==> src/rtl/medf_pkg.sv <==
package medf_pkg;

    typedef enum logic [1:0] {
        SRC_SELF = 2'd0,
        SRC_LO   = 2'd1,
        SRC_HI   = 2'd2,
        SRC_NEW  = 2'd3
    } medf_src_e;

    function automatic int medf_age_bits(input int win);
        return $clog2(win) + 2;
    endfunction

endpackage

==> src/rtl/medf_cmp.sv <==
module medf_cmp #(
    parameter int W = 8
) (
    input  logic [W-1:0] stored_i,
    input  logic [W-1:0] sample_i,
    input  logic         signed_i,
    output logic         le_o
);
    always_comb begin
        if (signed_i) le_o = ($signed(stored_i) <= $signed(sample_i));
        else          le_o = (stored_i <= sample_i);
    end
endmodule

==> src/rtl/medf_oldest.sv <==
module medf_oldest #(
    parameter int WIN = 9,
    parameter int AW  = 6
) (
    input  logic [WIN-1:0][AW-1:0] age_i,
    output logic [WIN-1:0]         below_o,
    output logic [WIN-1:0]         at_o
);
    localparam int IW = (WIN > 1) ? $clog2(WIN) : 1;

    logic [IW-1:0] best;
    logic [AW-1:0] best_age;

    always_comb begin
        best     = '0;
        best_age = age_i[0];
        for (int i = 1; i < WIN; i++) begin
            if (age_i[i] > best_age) begin
                best     = IW'(i);
                best_age = age_i[i];
            end
        end
        for (int i = 0; i < WIN; i++) begin
            below_o[i] = (IW'(i) < best);
            at_o[i]    = (IW'(i) == best);
        end
    end
endmodule

==> src/rtl/medf_pe.sv <==
module medf_pe
    import medf_pkg::*;
#(
    parameter int W   = 8,
    parameter int AW  = 6,
    parameter int WIN = 9,
    parameter int IDX = 0
) (
    input  logic [W-1:0]  new_val_i,
    input  logic [W-1:0]  self_val_i,
    input  logic [W-1:0]  lo_val_i,
    input  logic [W-1:0]  hi_val_i,
    input  logic [AW-1:0] self_age_i,
    input  logic [AW-1:0] lo_age_i,
    input  logic [AW-1:0] hi_age_i,
    input  logic          le_self_i,
    input  logic          le_lo_i,
    input  logic          le_hi_i,
    input  logic          below_k_i,
    input  logic          at_k_i,
    output logic [W-1:0]  val_o,
    output logic [AW-1:0] age_o
);
    localparam logic [AW-1:0] AGE_TOP = '1;
    localparam bit IS_BOTTOM = (IDX == 0);
    localparam bit IS_TOP    = (IDX == WIN - 1);

    medf_src_e src;

    function automatic logic [AW-1:0] age_step(input logic [AW-1:0] a);
        return (a == AGE_TOP) ? a : a + 1'b1;
    endfunction

    always_comb begin
        if (below_k_i) begin
            if (le_self_i)                 src = SRC_SELF;
            else if (IS_BOTTOM || le_lo_i) src = SRC_NEW;
            else                           src = SRC_LO;
        end else if (at_k_i) begin
            if (!IS_BOTTOM && !le_lo_i)    src = SRC_LO;
            else if (!IS_TOP && le_hi_i)   src = SRC_HI;
            else                           src = SRC_NEW;
        end else begin
            if (!le_self_i)                src = SRC_SELF;
            else if (IS_TOP || !le_hi_i)   src = SRC_NEW;
            else                           src = SRC_HI;
        end
    end

    always_comb begin
        unique case (src)
            SRC_SELF: begin val_o = self_val_i; age_o = age_step(self_age_i); end
            SRC_LO:   begin val_o = lo_val_i;   age_o = age_step(lo_age_i);   end
            SRC_HI:   begin val_o = hi_val_i;   age_o = age_step(hi_age_i);   end
            default:  begin val_o = new_val_i;  age_o = '0;                   end
        endcase
    end
endmodule

==> src/rtl/rank_median_filter.sv <==
module rank_median_filter
    import medf_pkg::*;
#(
    parameter int W         = 8,
    parameter int HALF      = 4,
    parameter int SHIFT_LEN = 3,
    localparam int WIN      = 2 * HALF + 1,
    localparam int RW       = (WIN > 1) ? $clog2(WIN) : 1
) (
    input  logic          clk,
    input  logic          rst_n,
    input  logic          in_valid,
    input  logic [W-1:0]  in_data,
    input  logic          cfg_signed,
    input  logic          cfg_recursive,
    input  logic          cfg_2d,
    input  logic [RW-1:0] cfg_rank,
    output logic          out_valid,
    output logic [W-1:0]  out_data
);
    localparam int AW = medf_age_bits(WIN);
    localparam int CW = $clog2(WIN + 1);
    localparam int GW = (SHIFT_LEN > 1) ? $clog2(SHIFT_LEN) : 1;

    typedef struct packed {
        logic [WIN-1:0][W-1:0]  val;
        logic [WIN-1:0][AW-1:0] age;
        logic [CW-1:0]          fill;
        logic [GW-1:0]          grp;
        logic                   ov;
        logic [W-1:0]           od;
    } state_t;

    state_t st_d, st_q;

    logic [RW-1:0]            rank_idx;
    logic [WIN-1:0][AW-1:0]   age_eff;
    logic [WIN-1:0]           le_vec;
    logic [WIN-1:0]           below_k;
    logic [WIN-1:0]           at_k;
    logic [WIN+1:0][W-1:0]    val_pad;
    logic [WIN+1:0][AW-1:0]   age_pad;
    logic [WIN+1:0]           le_pad;
    logic [WIN-1:0][W-1:0]    pe_val;
    logic [WIN-1:0][AW-1:0]   pe_age;

    always_comb begin
        rank_idx = (cfg_rank > RW'(WIN - 1)) ? RW'(WIN - 1) : cfg_rank;
        for (int i = 0; i < WIN; i++) begin
            age_eff[i] = (cfg_recursive && (rank_idx == RW'(i))) ? '0 : st_q.age[i];
        end
    end

    generate
        for (genvar g = 0; g < WIN; g++) begin : g_cmp
            medf_cmp #(.W(W)) u_cmp (
                .stored_i (st_q.val[g]),
                .sample_i (in_data),
                .signed_i (cfg_signed),
                .le_o     (le_vec[g])
            );
        end
    endgenerate

    medf_oldest #(.WIN(WIN), .AW(AW)) u_oldest (
        .age_i   (age_eff),
        .below_o (below_k),
        .at_o    (at_k)
    );

    always_comb begin
        val_pad[0]       = st_q.val[0];
        age_pad[0]       = age_eff[0];
        le_pad[0]        = le_vec[0];
        val_pad[WIN+1]   = st_q.val[WIN-1];
        age_pad[WIN+1]   = age_eff[WIN-1];
        le_pad[WIN+1]    = le_vec[WIN-1];
        for (int i = 0; i < WIN; i++) begin
            val_pad[i+1] = st_q.val[i];
            age_pad[i+1] = age_eff[i];
            le_pad[i+1]  = le_vec[i];
        end
    end

    generate
        for (genvar g = 0; g < WIN; g++) begin : g_pe
            medf_pe #(.W(W), .AW(AW), .WIN(WIN), .IDX(g)) u_pe (
                .new_val_i  (in_data),
                .self_val_i (val_pad[g+1]),
                .lo_val_i   (val_pad[g]),
                .hi_val_i   (val_pad[g+2]),
                .self_age_i (age_pad[g+1]),
                .lo_age_i   (age_pad[g]),
                .hi_age_i   (age_pad[g+2]),
                .le_self_i  (le_pad[g+1]),
                .le_lo_i    (le_pad[g]),
                .le_hi_i    (le_pad[g+2]),
                .below_k_i  (below_k[g]),
                .at_k_i     (at_k[g]),
                .val_o      (pe_val[g]),
                .age_o      (pe_age[g])
            );
        end
    endgenerate

    always_comb begin
        logic filled_after;
        logic group_end;
        st_d         = st_q;
        st_d.ov      = 1'b0;
        filled_after = (st_q.fill >= CW'(WIN - 1));
        group_end    = (st_q.grp == GW'(SHIFT_LEN - 1));
        if (in_valid) begin
            st_d.val  = pe_val;
            st_d.age  = pe_age;
            st_d.fill = filled_after ? CW'(WIN) : st_q.fill + 1'b1;
            st_d.grp  = group_end ? '0 : st_q.grp + 1'b1;
            st_d.ov   = filled_after && (!cfg_2d || group_end);
            if (st_d.ov) st_d.od = pe_val[rank_idx];
        end
    end

    always_ff @(posedge clk) begin
        if (!rst_n) begin
            for (int i = 0; i < WIN; i++) begin
                st_q.val[i] <= '0;
                st_q.age[i] <= AW'(i);
            end
            st_q.fill <= '0;
            st_q.grp  <= '0;
            st_q.ov   <= 1'b0;
            st_q.od   <= '0;
        end else begin
            st_q <= st_d;
        end
    end

    assign out_valid = st_q.ov;
    assign out_data  = st_q.od;

    function automatic logic window_ordered(input logic [WIN-1:0][W-1:0] v, input logic sg);
        logic ok;
        ok = 1'b1;
        for (int i = 0; i < WIN - 1; i++) begin
            if (sg ? ($signed(v[i]) > $signed(v[i+1])) : (v[i] > v[i+1])) ok = 1'b0;
        end
        return ok;
    endfunction

    logic [WIN-1:0] age_is_zero;
    always_comb begin
        for (int i = 0; i < WIN; i++) age_is_zero[i] = (st_q.age[i] == '0);
    end

    AST_WINDOW_ORDERED: assert property (@(posedge clk) disable iff (!rst_n)
        window_ordered(st_q.val, cfg_signed));

    AST_ONE_NEWEST: assert property (@(posedge clk) disable iff (!rst_n)
        (in_valid && !cfg_recursive) |=> ($countones(age_is_zero) == 1));

    AST_SINGLE_EVICT: assert property (@(posedge clk) disable iff (!rst_n)
        in_valid |-> ($onehot(at_k) && !(|(below_k & at_k))));

    AST_IDLE_FROZEN: assert property (@(posedge clk) disable iff (!rst_n)
        !in_valid |=> ($stable(st_q.val) && $stable(st_q.age)));

    AST_VALID_NEEDS_INPUT: assert property (@(posedge clk) disable iff (!rst_n)
        out_valid |-> $past(in_valid));

    generate
        if (SHIFT_LEN > 1) begin : g_gap
            AST_2D_NO_BACK_TO_BACK: assert property (@(posedge clk) disable iff (!rst_n)
                (cfg_2d && out_valid) |=> !out_valid);
        end
    endgenerate

endmodule

==> config.mk <==
export PLATFORM = sky130hd
export DESIGN_NAME = rank_median_filter
export DESIGN_NICKNAME = d
export VERILOG_FILES = /design/src/rtl/medf_pkg.sv /design/src/rtl/medf_cmp.sv /design/src/rtl/medf_oldest.sv /design/src/rtl/medf_pe.sv /design/src/rtl/rank_median_filter.sv
export SDC_FILE = /design/constraint.sdc
export NUM_CORES = 1
export LEC_CHECK = 0
export BUFFER_PORTS_ARGS = -buffer_cell sky130_fd_sc_hd__buf_2
export CAP_MARGIN = 20
export CORE_UTILIZATION = 40
export DETAILED_ROUTE_END_ITERATION = 10
export HOLD_SLACK_MARGIN = 0.15
export PLACE_DENSITY = 0.6
export SETUP_SLACK_MARGIN = 0.5
export SLEW_MARGIN = 10
export SYNTH_ARGS = -nofsm -noshare
export SYNTH_HDL_FRONTEND = slang
export SYNTH_SLANG_ARGS = --single-unit
==> constraint.sdc <==
create_clock -name clk -period 19.3 [get_ports clk]
set_clock_uncertainty 0.05 [all_clocks]
set_input_delay 0.965 -clock clk [delete_from_list [all_inputs] [get_ports clk]]
set_output_delay 0.965 -clock clk [all_outputs]
set_load 0.01 [all_outputs]
==> run metrics, run 1 <==
compound-cell area share of the yosys netlist=about 27%; nets@finish=around 2000; status=completed; post-synthesis xor/xnor area fraction=under 10%; htree depth=4; Area Growth Syn to Fin=7.61%; vias per cell=6.31; Worst path most repeated cell=ha_1; main flop type after synthesis=dfxtp_1; worst-margin pin slew=1.14 ns; Core Area=~0.035 sq mm; final setup fails=0; largest area contributor in the netlist=dfxtp_1; first-pass GRT wire length=between 70 and 80 mm; pins over their slew limit=0; CP max FO=17; register area share after synthesis=19.8%; number of I/O pins=27; Rel. slew slack=24.0%; Worst setup EP type=flip-flop; 1st-iter DRT viols=around 1400; simple-gate portion of the synthesized area=23.1%; die width=about 190 microns; area share of the largest cell type after synthesis=19.8%; Hold/Removal Path Class=reg -> reg; GRT Overall Usage=28.0%; largest net degree at the start of global routing=103; die height=191 microns; final hold violations=0; Yosys Warn Count=0; Seq cells post-synth=141; minimum clock period=17.59 ns; Root Driver=clkbuf_16; initial antenna violation count=2; worst skew pair latency=around 0.47 ns; library cells used by synthesis=89; CP Data Arrival Time=about 18 ns; Sequential cell area=0.00282 sq mm; synthesized area per cell=~7.4 sq um; CP max stage delay=0.56 ns; CTS buffer count=17; main combinational cell family by area after synthesis=compound AO/OA/AOI/OAI gates; hpwl dp=about 38 mm; GRT overflow=0; clock sinks=roughly 140; kind of critical path=in -> reg; Hold Buf Count CTS=0; Slowest-stage cell, CP=nor2_2; total wire length=51.0 mm; clk buf depth=2; Detail Route Antenna Nets=0; die area=approximately 0.036 sq mm; Adder-Cell Fraction of Synth Area=10.6%; count leader, synth=nor2_1; row cnt=between 60 and 70; drt wl/cell=21.6 microns; Commonest cells post-synth=246 x nor2_1, 163 x nand2_1, 141 x dfxtp_1; Worst-path clk slew=0.08 ns; number of flops mapped to enable cells by yosys=0; largest cells by area after synthesis=dfxtp_1 20%, ha_1 10%, mux2i_1 7.8%; Post-Syn Area=0.0143 sq mm; Post CTS Setup Buffer Count=0; Critical Path Start Type=input port; DRT Pass-1 Iters=6; gp weighted congestion=0.958; Initial Utilization=about two fifths; post-synthesis mux area share=11.3%; area occupied by multi-input gates=0.0106 sq mm; ratio of cells with drive above 1 in the final layout=9.25%; max frequency=about 57 MHz; detailed-route via count=14900; max_cap viols=0; fraction of registers with async set/reset=0%; vias in the first global route=13900; Worst Path Required=19.61 ns; RSZ-0062 raised after global routing=false; CTS tree=done; Filler cells=3631; Mapped Cells=1934; period utilisation layout=91.2%; drc violations=0; Post-Synthesis Net Count=2071; setup TNS=0 ns; cts repair resizes=0; port bufs=26
==> cells in the final DEF (no fill, tap or decap), types with 8 or more instances in the layout <==
cell type	count
clkbuf_16	17
and3_1	19
xnor2_1	22
dfxtp_1	141
buf_2	25
a22o_1	8
nor2_1	243
o21a_1	19
inv_1	84
a221o_1	9
a221oi_1	22
buf_4	34
nor3_1	36
nand4_1	28
a222oi_1	8
mux2_2	25
ha_1	119
nand2b_1	23
mux2i_1	110
a21oi_1	134
a211o_1	8
o21ai_0	138
o211ai_1	18
or2_2	11
nand2_1	163
a31oi_1	23
nor2b_1	27
and2_1	44
a311oi_1	9
a21o_1	13
a22oi_1	9
o22ai_1	17
a211oi_1	54
nand3_1	70
o221ai_1	20
==> stage by stage <==
step	util (%)	hold slack (ns)	cell area (sq um)	cells	worst slack, ns
after floorplan	-	0.395	14300	1934	2.49
after global placement	42.2	0.415	14700	2325	1.35
after detailed placement	42.2	0.429	14700	2325	0.871
after CTS	44.0	0.438	15300	2357	1.26
after global routing	44.1	0.468	15400	2357	0.502
final	44.1	0.436	15400	2358	1.71
==> metal layers <==
metal  up-vias  part of all wire (%)  global-route usage, %  wire length [microns]
met5         -                 0.025                      0                     13
met1      7061                    44                   36.2                  22300
met4         2                   3.9                   13.1                   2010
met3       135                   6.4                   4.57                   3280
met2       643                    46                   45.3                  23400
li1       7044                     -                      -                      -
==> worst paths after layout <==
kind / start / endpoint / slack [ns] / cells past startpoint
setup / recovery: cfg_rank[2] / out_data[1] / 1.71 / 77
hold / removal: st_q[10] / st_q[10] / 0.44 / 2
setup reg to reg: st_q[17] / out_data[1] / 2.90 / 74
hold reg to reg: st_q[10] / st_q[10] / 0.44 / 2
==> registers in the layout (all words and copies together), names as in the netlist <==
register and flops:
st_q 132, out_valid 1, out_data 8
==> cells by family after synthesis <==
group	count (synthesis)
simple gates	703
compound gates	581
buf+inv	210
mux	148
flops	141
fa+ha+maj	121
xor+xnor	30
==> critical path, delay by kind of cell <==
family	cells	cell delay (ns)
AND/OR/NAND/NOR	22	4.33
multiplexers	4	1.47
adder cells (fa/ha/maj)	9	2.47
AO/OA/AOI/OAI	35	7.16
buffers and inverters	7	1.48
==> cell type report <==
type	count	share of cell area, %
inverter	86	2.12
sequential	141	18.4
multi-input combinational	1583	69.2
tap	455	3.70
timing repair buffer	60	2.55
antenna	1	0.0163
clock inverter	12	1.04
clock buffer	20	2.97
Power of run 1 is not shown: default switching activity piles up to over one toggle a cycle in this logic, so the estimate is an artifact.
==> inputs of run 2 (changes only) <==
==> constraint.sdc (replaced) <==
create_clock -name clk -period 16.8 [get_ports clk]
set_clock_uncertainty 0.05 [all_clocks]
set_input_delay 0.84 -clock clk [delete_from_list [all_inputs] [get_ports clk]]
set_output_delay 0.84 -clock clk [all_outputs]
set_load 0.01 [all_outputs]
==> run metrics, run 2 (same netlist as run 1, synthesis figures left out) <==
max_cap viols=0; clock sinks=141; first-pass GRT wire length=79.7 mm; Largest Register=st_q; fin util=between 40% and 50%; final setup fails=0; worst skew pair latency=0.46 ns; Worst Path Required=around 17 ns; GRT overflow=0; Critical Path Start Type=input port; DRT Pass-1 Iters=8; clk buf depth=2; CP max FO=11; pins over their slew limit=0; CTS buffer count=17; ratio of cells with drive above 1 in the final layout=12.2%; Slowest-stage cell, CP=mux4_2; nets@finish=between 2000 and 2500; worst-margin pin slew=1.02 ns; Rel. slew slack=32.2%; 1st-iter DRT viols=1348; total wire length=51.9 mm; die height=191 microns; initial antenna violation count=0; Area Growth Syn to Fin=10.4%; port bufs=26; # diodes=0; Filler cells=3530; Root Driver=clkbuf_16; minimum clock period=between 15 and 20 ns; htree depth=4; final instance area=0.0158 sq mm; CP max stage delay=~0.48 ns; drc violations=0; Initial Utilization=41.0%; most frequent cells in the layout=241 x nor2_1, 159 x nand2_1, 141 x dfxtp_1; die area=0.0365 sq mm; GRT Overall Usage=~28%; hpwl dp=38.3 mm; Largest register FFs=~130; detailed-route via count=about 15000; Worst path most repeated cell=ha_1; Detail Route Antenna Nets=0; Worst setup EP type=flip-flop; number of I/O pins=27; Fin Hold WS=0.426 ns; drt wl/cell=21.8 microns; Core Area=0.0349 sq mm; kind of critical path=in -> reg; final hold violations=0; max frequency=approximately 65 MHz; row cnt=a little under 70; vias in the first global route=14100; Hold/Removal Path Class=reg -> reg; status=completed; period utilisation layout=92.0%; CTS tree=done; die width=191 microns; commonest non-fill, non-tap cell in the layout=nor2_1; Worst-path clk slew=approximately 0.06 ns; CP Data Arrival Time=15.75 ns; largest net degree at the start of global routing=88; cell area after placement=0.0148 sq mm; vias per cell=6.35; gp weighted congestion=between 0.9 and 1; RSZ-0062 raised after global routing=false
[run 2: changes by cell type in the layout (fill, tap and decap cells not counted), moves of 5 or more]
cell / before / now
buf_4: 34 / 49
o21ai_0: 138 / 126
buf_6: 1 / 8
o21ai_2: 2 / 9
clkinvlp_4: 1 / 6
[run 2: worst paths after layout]
kind | slack, ns | to | depth (start not counted) | startpoint
worst max-delay path | 1.34 | out_data[0] | 75 | cfg_rank[2]
worst min-delay path | 0.43 | out_data[2] | 2 | out_data[2]
worst max register to register | 1.94 | out_data[0] | 72 | st_q[17]
worst min register to register | 0.43 | out_data[2] | 2 | out_data[2]
[run 2: worst max-delay path, delay by kind of cell]
family | cells | cell delay (ns)
buf+inv | 6 | 0.90
simple gates | 20 | 3.12
fa+ha+maj | 8 | 2.26
compound gates | 36 | 6.68
mux | 5 | 1.92
[run 2: routing by layer]
| layer | track usage, % | vias to the layer above | routed length (microns) |
|---|---|---|---|
| li1 | - | 7100 | - |
| met1 | 37.2 | 7253 | 23100 |
| met2 | 45.3 | 671 | 23500 |
| met3 | 3.91 | 121 | 3640 |
| met4 | 11.2 | 0 | 1670 |
| met5 | 0 | - | 0 |
[run 2: layout make-up]
cell class | instances | area (sq um) | area share [%]
clock buffer | 19 | 443 | 2.81
sequential | 141 | 2820 | 17.9
timing repair buffer | 85 | 636 | 4.03
multi-input combinational | 1585 | 10800 | 68.7
clock inverter | 13 | 141 | 0.896
inverter | 86 | 324 | 2.05
tap | 455 | 569 | 3.61
[run 2: stage by stage]
| stage | TNS, ns | std cells | setup WS (ns) |
|---|---|---|---|
| 3_3_place_gp | 0 | 2334 | 0.270 |
| 6_report | 0 | 2384 | 1.34 |
| 4_1_cts | 0 | 2366 | 0.507 |
| 2_1_floorplan | 0 | 1934 | 0.507 |
| 5_1_grt | 0 | 2384 | 0.461 |
| 3_5_place_dp | -0.00509 | 2334 | -0.00509 |
[run 2: what timing repair did]
item | 4_1_cts | 5_1_grt
hold buffers | 0 | 0
setup endpoints to repair | 1 | 128
pin swaps | 0 | 6
resized for setup | 1 | 71
gates cloned | 0 | 2
setup buffers | 0 | 16
endpoints found under the hold margin | 0 | 0
Power of run 2 is left out for the same reason.
